$ cat src/rtl/rsup_pkg.sv
package rsup_pkg;

    typedef enum logic [1:0] {
        WD_SEL_SHORT = 2'b00,
        WD_SEL_MID   = 2'b01,
        WD_SEL_LONG  = 2'b10,
        WD_SEL_LONG2 = 2'b11
    } wd_sel_e;

    typedef struct packed {
        logic pb_n;
        logic strobe;
    } sup_raw_t;

    function automatic int unsigned cnt_width(input int unsigned maxv);
        return (maxv < 2) ? 1 : $clog2(maxv + 1);
    endfunction

    function automatic int unsigned max3(input int unsigned a, input int unsigned b,
                                         input int unsigned c);
        int unsigned m;
        m = (a > b) ? a : b;
        return (m > c) ? m : c;
    endfunction

    function automatic int unsigned wd_limit(input wd_sel_e sel, input int unsigned t_s,
                                             input int unsigned t_m, input int unsigned t_l);
        case (sel)
            WD_SEL_SHORT: return t_s;
            WD_SEL_MID:   return t_m;
            default:      return t_l;
        endcase
    endfunction

endpackage

$ cat src/rtl/rsup_sync.sv
module rsup_sync #(
    parameter int unsigned          WIDTH   = 1,
    parameter int unsigned          STAGES  = 2,
    parameter logic [WIDTH-1:0]     RST_VAL = '0
) (
    input  logic             clk,
    input  logic             rst,
    input  logic [WIDTH-1:0] d,
    output logic [WIDTH-1:0] q
);
    logic [STAGES-1:0][WIDTH-1:0] stg;

    always_ff @(posedge clk) begin
        if (rst) stg <= {STAGES{RST_VAL}};
        else     stg <= {stg[STAGES-2:0], d};
    end

    assign q = stg[STAGES-1];
endmodule

$ cat src/rtl/rsup_tick.sv
module rsup_tick
    import rsup_pkg::*;
#(
    parameter int unsigned TICK_CYCLES = 100000
) (
    input  logic clk,
    input  logic rst,
    output logic tick
);
    localparam int unsigned    CW   = cnt_width(TICK_CYCLES - 1);
    localparam logic [CW-1:0]  LAST = CW'(TICK_CYCLES - 1);

    logic [CW-1:0] cnt;

    always_ff @(posedge clk) begin
        if (rst)              cnt <= '0;
        else if (cnt == LAST) cnt <= '0;
        else                  cnt <= cnt + 1'b1;
    end

    assign tick = (cnt == LAST);


    tick_spacing_chk: assert property (@(posedge clk) disable iff (rst)
        tick |=> ((TICK_CYCLES == 1) || !tick));
endmodule

$ cat src/rtl/rsup_pb_filter.sv
module rsup_pb_filter
    import rsup_pkg::*;
#(
    parameter int unsigned DEB_TICKS = 20
) (
    input  logic clk,
    input  logic rst,
    input  logic tick,
    input  logic pb_n_s,
    output logic held
);
    localparam int unsigned   CW  = cnt_width(DEB_TICKS);
    localparam logic [CW-1:0] ACC = CW'(DEB_TICKS);

    logic [CW-1:0] low_cnt;

    always_ff @(posedge clk) begin
        if (rst || pb_n_s)                 low_cnt <= '0;
        else if (tick && (low_cnt != ACC)) low_cnt <= low_cnt + 1'b1;
    end

    assign held = !pb_n_s && (low_cnt == ACC);


    accept_on_tick_chk: assert property (@(posedge clk) disable iff (rst)
        $rose(held) |-> ($past(tick) && !$past(pb_n_s)));
endmodule

$ cat src/rtl/rsup_wdog.sv
module rsup_wdog
    import rsup_pkg::*;
#(
    parameter int unsigned T_SHORT = 150,
    parameter int unsigned T_MID   = 610,
    parameter int unsigned T_LONG  = 1200
) (
    input  logic    clk,
    input  logic    rst,
    input  logic    tick,
    input  logic    rst_active,
    input  logic    strobe_s,
    input  wd_sel_e sel,
    output logic    expire
);
    localparam int unsigned   LMAX = max3(T_SHORT, T_MID, T_LONG);
    localparam int unsigned   CW   = cnt_width(LMAX);
    localparam logic [CW-1:0] CMAX = CW'(LMAX);

    logic          strobe_d;
    logic          fall;
    logic [CW-1:0] cnt;
    logic [CW-1:0] limit;

    always_ff @(posedge clk) begin
        if (rst) strobe_d <= 1'b0;
        else     strobe_d <= strobe_s;
    end

    assign fall   = strobe_d && !strobe_s;
    assign limit  = CW'(wd_limit(sel, T_SHORT, T_MID, T_LONG));
    assign expire = !rst_active && (cnt >= limit);

    always_ff @(posedge clk) begin
        if (rst || rst_active || fall || expire) cnt <= '0;
        else if (tick)                           cnt <= cnt + 1'b1;
    end


    held_in_reset_chk: assert property (@(posedge clk) disable iff (rst)
        rst_active |=> (cnt == '0));


    count_bound_chk: assert property (@(posedge clk) disable iff (rst)
        cnt <= CMAX);


    only_fall_restarts_chk: assert property (@(posedge clk) disable iff (rst)
        (!fall && !rst_active && !expire) |=> (cnt >= $past(cnt)));
endmodule

$ cat src/rtl/rsup_supervisor.sv
module rsup_supervisor
    import rsup_pkg::*;
#(
    parameter int unsigned TICK_CYCLES    = 100000,
    parameter int unsigned STRETCH_TICKS  = 250,
    parameter int unsigned DEB_TICKS      = 20,
    parameter int unsigned WD_SHORT_TICKS = 150,
    parameter int unsigned WD_MID_TICKS   = 610,
    parameter int unsigned WD_LONG_TICKS  = 1200
) (
    input  logic       clk,
    input  logic       rst,
    input  logic       pwr_ok,
    input  logic       pb_n,
    input  logic       strobe,
    input  logic [1:0] wd_sel,
    output logic       rst_out,
    output logic       rst_out_n
);
    localparam int unsigned   SW  = cnt_width(STRETCH_TICKS);
    localparam logic [SW-1:0] STR = SW'(STRETCH_TICKS);

    sup_raw_t      raw_in;
    sup_raw_t      raw_s;
    logic          tick;
    logic          pb_held;
    logic          wd_expire;
    logic          cause;
    logic          rst_q;
    logic [SW-1:0] st_cnt;

    assign raw_in = '{pb_n: pb_n, strobe: strobe};

    rsup_sync #(
        .WIDTH   ($bits(sup_raw_t)),
        .STAGES  (2),
        .RST_VAL (sup_raw_t'{pb_n: 1'b1, strobe: 1'b0})
    ) in_sync_i (
        .clk (clk),
        .rst (rst),
        .d   (raw_in),
        .q   (raw_s)
    );

    rsup_tick #(.TICK_CYCLES(TICK_CYCLES)) tick_i (
        .clk  (clk),
        .rst  (rst),
        .tick (tick)
    );

    rsup_pb_filter #(.DEB_TICKS(DEB_TICKS)) pb_i (
        .clk    (clk),
        .rst    (rst),
        .tick   (tick),
        .pb_n_s (raw_s.pb_n),
        .held   (pb_held)
    );

    rsup_wdog #(
        .T_SHORT (WD_SHORT_TICKS),
        .T_MID   (WD_MID_TICKS),
        .T_LONG  (WD_LONG_TICKS)
    ) wdog_i (
        .clk        (clk),
        .rst        (rst),
        .tick       (tick),
        .rst_active (rst_q),
        .strobe_s   (raw_s.strobe),
        .sel        (wd_sel_e'(wd_sel)),
        .expire     (wd_expire)
    );

    assign cause = !pwr_ok || pb_held || wd_expire;

    always_ff @(posedge clk) begin
        if (rst || cause) begin
            rst_q  <= 1'b1;
            st_cnt <= '0;
        end else if (rst_q && tick) begin
            if (st_cnt == STR) rst_q  <= 1'b0;
            else               st_cnt <= st_cnt + 1'b1;
        end
    end

    assign rst_out   = rst_q;
    assign rst_out_n = !rst_q;


    supply_low_chk: assert property (@(posedge clk) disable iff (rst)
        !pwr_ok |=> rst_q);


    button_held_chk: assert property (@(posedge clk) disable iff (rst)
        pb_held |=> rst_q);


    wdog_expiry_chk: assert property (@(posedge clk) disable iff (rst)
        wd_expire |=> rst_q);


    release_after_stretch_chk: assert property (@(posedge clk) disable iff (rst)
        $fell(rst_q) |-> ($past(pwr_ok) && ($past(st_cnt) == STR)));
endmodule

$ cat config.mk
export PLATFORM = sky130hd
export DESIGN_NAME = rsup_supervisor
export DESIGN_NICKNAME = d
export VERILOG_FILES = /design/src/rtl/rsup_pkg.sv /design/src/rtl/rsup_sync.sv /design/src/rtl/rsup_tick.sv /design/src/rtl/rsup_pb_filter.sv /design/src/rtl/rsup_wdog.sv /design/src/rtl/rsup_supervisor.sv
export SDC_FILE = /design/constraint.sdc
export NUM_CORES = 1
export LEC_CHECK = 0
export BUFFER_PORTS_ARGS = -buffer_cell sky130_fd_sc_hd__buf_2
export CAP_MARGIN = 20
export CORE_AREA = 2 2 81 67
export DETAILED_ROUTE_END_ITERATION = 8
export DIE_AREA = 0 0 83 69
export PLACE_DENSITY = 0.68
export SYNTH_ARGS = -nofsm -noshare
export SYNTH_HDL_FRONTEND = slang
export SYNTH_SLANG_ARGS = --single-unit
$ cat constraint.sdc
create_clock -name clk -period 2.3 [get_ports clk]
set_input_delay 0.46 -clock clk [delete_from_list [all_inputs] [get_ports clk]]
set_output_delay 0.46 -clock clk [all_outputs]
set_load 0.05 [all_outputs]
==> results.md <==
- Outcome: complete, no violations
- Final nets: 305
- Max Slew Vio Count: 0
- Min Clock Period, post-route: 2164 ps
- Hold Path Class: input port to flip-flop
- Syn Inst Count: between 200 and 300
- Fmax: ~460 MHz
- DRT iter0 DRCs: 86
- Input/output buffers: 8
- Synth Net Count: 289
- DIE HEIGHT: around 69 um
- FF/Latch Area: 940.9 sq um
- CTS buffer count: 5
- RSZ-0062 raised after global routing: no
- Gr ovfl total: 0
- Clock share of power: 41.8%
- Iteration count of the initial detailed-routing pass: 4
- First-pass GRT wire length: 7734 um
- Switching Fraction: 20.33%
- Internal: 1191 uW
- GRT Total Usage: 16.15%
- Initial cell density of the core: 48.39%
- Worst Setup Path Type: flip-flop to flip-flop
- Share of post-route cells with drive strength above 1: 12.98%
- Syn Std Cell Area: between 2000 and 2500 sq um
- H-tree Lvls: 2
- Final wirelength: 4429 um
- CTS sink count: 47
- Count of cells resized by post-cts repair: 0
- Comb power frac: under 10%
- Synthesized flop and latch total: 47
- Setup Viol. Count Final: 0
- CP Max Fanout: 4
- Async S/R FF share, synth: 0%
- Layout area overhead: 10.46%
- Max Cap Viol: 0
- # IOs: 9
- Yosys cell types: 47
- Critical Path RT: 2490 ps
- Ys flop type: dfxtp_1
- Post-Place Worst Slack: about 110 ps
- Final Hold Viols: 0
- Worst-Margin Slew: 378.3 ps
- Filler cell count: roughly 460
- Routed len/inst: around 13 um
- GP Congestion: 0.8132
- Chip width: 83 um
- Remaining DRCs: 0
- Root Buffer: clkbuf_8
- Register share of total power: 55.3%
- Final Skew: 4.733 ps
- Setup TNS: 0 ps
- Post-synth EDFFs: 0
- Site Rows: 23
- Startpoint class of the critical path: flip-flop
- Number of routed nets with antenna violations: 0
- Largest net degree at the start of global routing: 17
- Placeable Area: between 4000 and 5000 sq um
- Clock latency on the worst-skew pair: approximately 290 ps
- Die area: 5727 sq um
- Vias/cell: 5.308
- Post-CTS setup buffer count: 0
- P per Cell Area: 568.3 nW/um^2
- Final core occ: 53.45%
- Vias in the first global route: 1729
- HPWL Detailed: 3206 um
- Via count: between 1500 and 2000
- Internal reg-to-reg setup slack: 140 ps
- VDD IR max: 0.3875 mV
- Worst setup EP type: flip-flop
- Post-cts hold buffer count: 0
- Crit path arrival time: 2350 ps
- Syn Area/Cell: 8.884 sq um
- Leakage: 0.0009896 uW
- Worst hold margin: approximately 340 ps
- Tcrit/Tclk final: a little over nine tenths
- Initial antenna violation count: 0
- Post-route setup slack: around 140 ps
- Psw: around 300 uW
- CTS tree: yes
- Post-synthesis sequential area ratio: 39.52%
- Max clock buf depth: 2
- Worst-path clk slew: 80 ps
- Ant diodes: 0
- Slew HR: roughly 75%
- Multi-input combinational cell area: 1325 sq um
- Yosys warning total: 0
layer usage:
metal	up-vias	GRT usage (%)	wire length, um
met4	0	4.554	54
met2	30	24.73	1867
met5	-	0	0
li1	956	-	-
met3	7	3.713	195
met1	849	22.81	2312
placed cells by master, fill, tap and decap left out, types with 2 or more instances in the layout:
master    synthesis  layout
dfxtp_1          47      47
nor3_1           29      29
nor2_1           23      23
nand3_1          22      22
xnor2_1          22      22
ha_1             14      14
inv_1            13      13
nand2_1          12      12
xor2_1           11      11
buf_4             0      10
buf_2             2       9
and3_1            8       8
clkbuf_8          1       6
or3_1             5       5
or2_2             4       4
o21ai_0           4       4
nor4_1            4       4
nor2b_1           4       4
nand2b_1          3       3
nand4_1           3       3
mux2i_1           3       3
nand4b_1          2       2
a21oi_1           2       2
a31oi_1           2       2
power by group through the flow:
stage | registers (uW) | logic [uW] | clock network (uW)
2_1_floorplan | 845 | 30.2 | 0
3_3_place_gp | 846 | 40.0 | 0
3_5_place_dp | 846 | 41.5 | 0
4_1_cts | 827 | 41.8 | 639
5_1_grt | 828 | 47.6 | 672
6_report | 827 | 42.3 | 625
final cells by class:
class	count	area share [%]
multi-input cells	198	50.38
clock buffers	6	3.140
well taps	62	2.950
inverters	13	1.855
flip-flops and latches	47	35.78
repair buffers	19	4.567
clock inverters	2	1.332
logic make-up after synthesis:
family,share of synthesized area [%]
buffers and inverters,4.834
and+or+nand+nor,29.59
muxes,1.261
adders and majority gates,7.357
AOI/OAI and AO/OA,5.308
DFF,39.52
xor gates and xnor gates,12.14
state kept, by name, indices dropped and copies added, names as in the netlist:
register,cells
in_sync_i.q,2
in_sync_i.stg,2
pb_i.low_cnt,5
rst_out,1
st_cnt,8
tick_i.cnt,17
wdog_i.cnt,11
wdog_i.strobe_d,1
synth_stat cells (2+ instances only):
cell      number  area share [%]
nor3_1        29             6.1
a31oi_1        2            0.53
or2_2          4             1.1
nand2b_1       3            0.79
a21oi_1        2            0.42
dfxtp_1       47              40
and3_1         8             2.1
nor2_1        23             3.6
buf_2          2            0.42
nand4b_1       2            0.74
inv_1         13             2.0
xor2_1        11             4.0
nand3_1       22             4.6
mux2i_1        3             1.3
buf_6          2            0.95
o21ai_0        4            0.84
clkbuf_1       4            0.63
nor2b_1        4             1.1
nand4_1        3            0.79
nand2_1       12             1.9
or3_1          5             1.3
nor4_1         4             1.1
ha_1          14             7.4
xnor2_1       22             8.1
metrics by stage:
step,cell area [sq um],total power (uW),cells
after floorplan,2381,874.8,268
after global placement,2507,886.1,338
after detailed placement,2507,887.7,338
after CTS,2625,1508,346
after global routing,2630,1548,347
final,2630,1495,347
path summary, 6_finish.rpt:
kind | from | end | depth (start not counted)
worst min register to register | in_sync_i.stg[1] | in_sync_i.q[1] | 1
worst min-delay path | pb_n | in_sync_i.stg[1] | 2
worst max-delay path | tick_i.cnt[5] | pb_i.low_cnt[3] | 5
worst max register to register | tick_i.cnt[5] | pb_i.low_cnt[3] | 5
critical path, stage by stage, from the launching register on:
cell      delay (ps)
dfxtp_1          350
or4b_1           550
or3_1            420
or3b_1           480
o211ai_2         190
o31ai_2           80
Power figures use the tool's default switching activity.
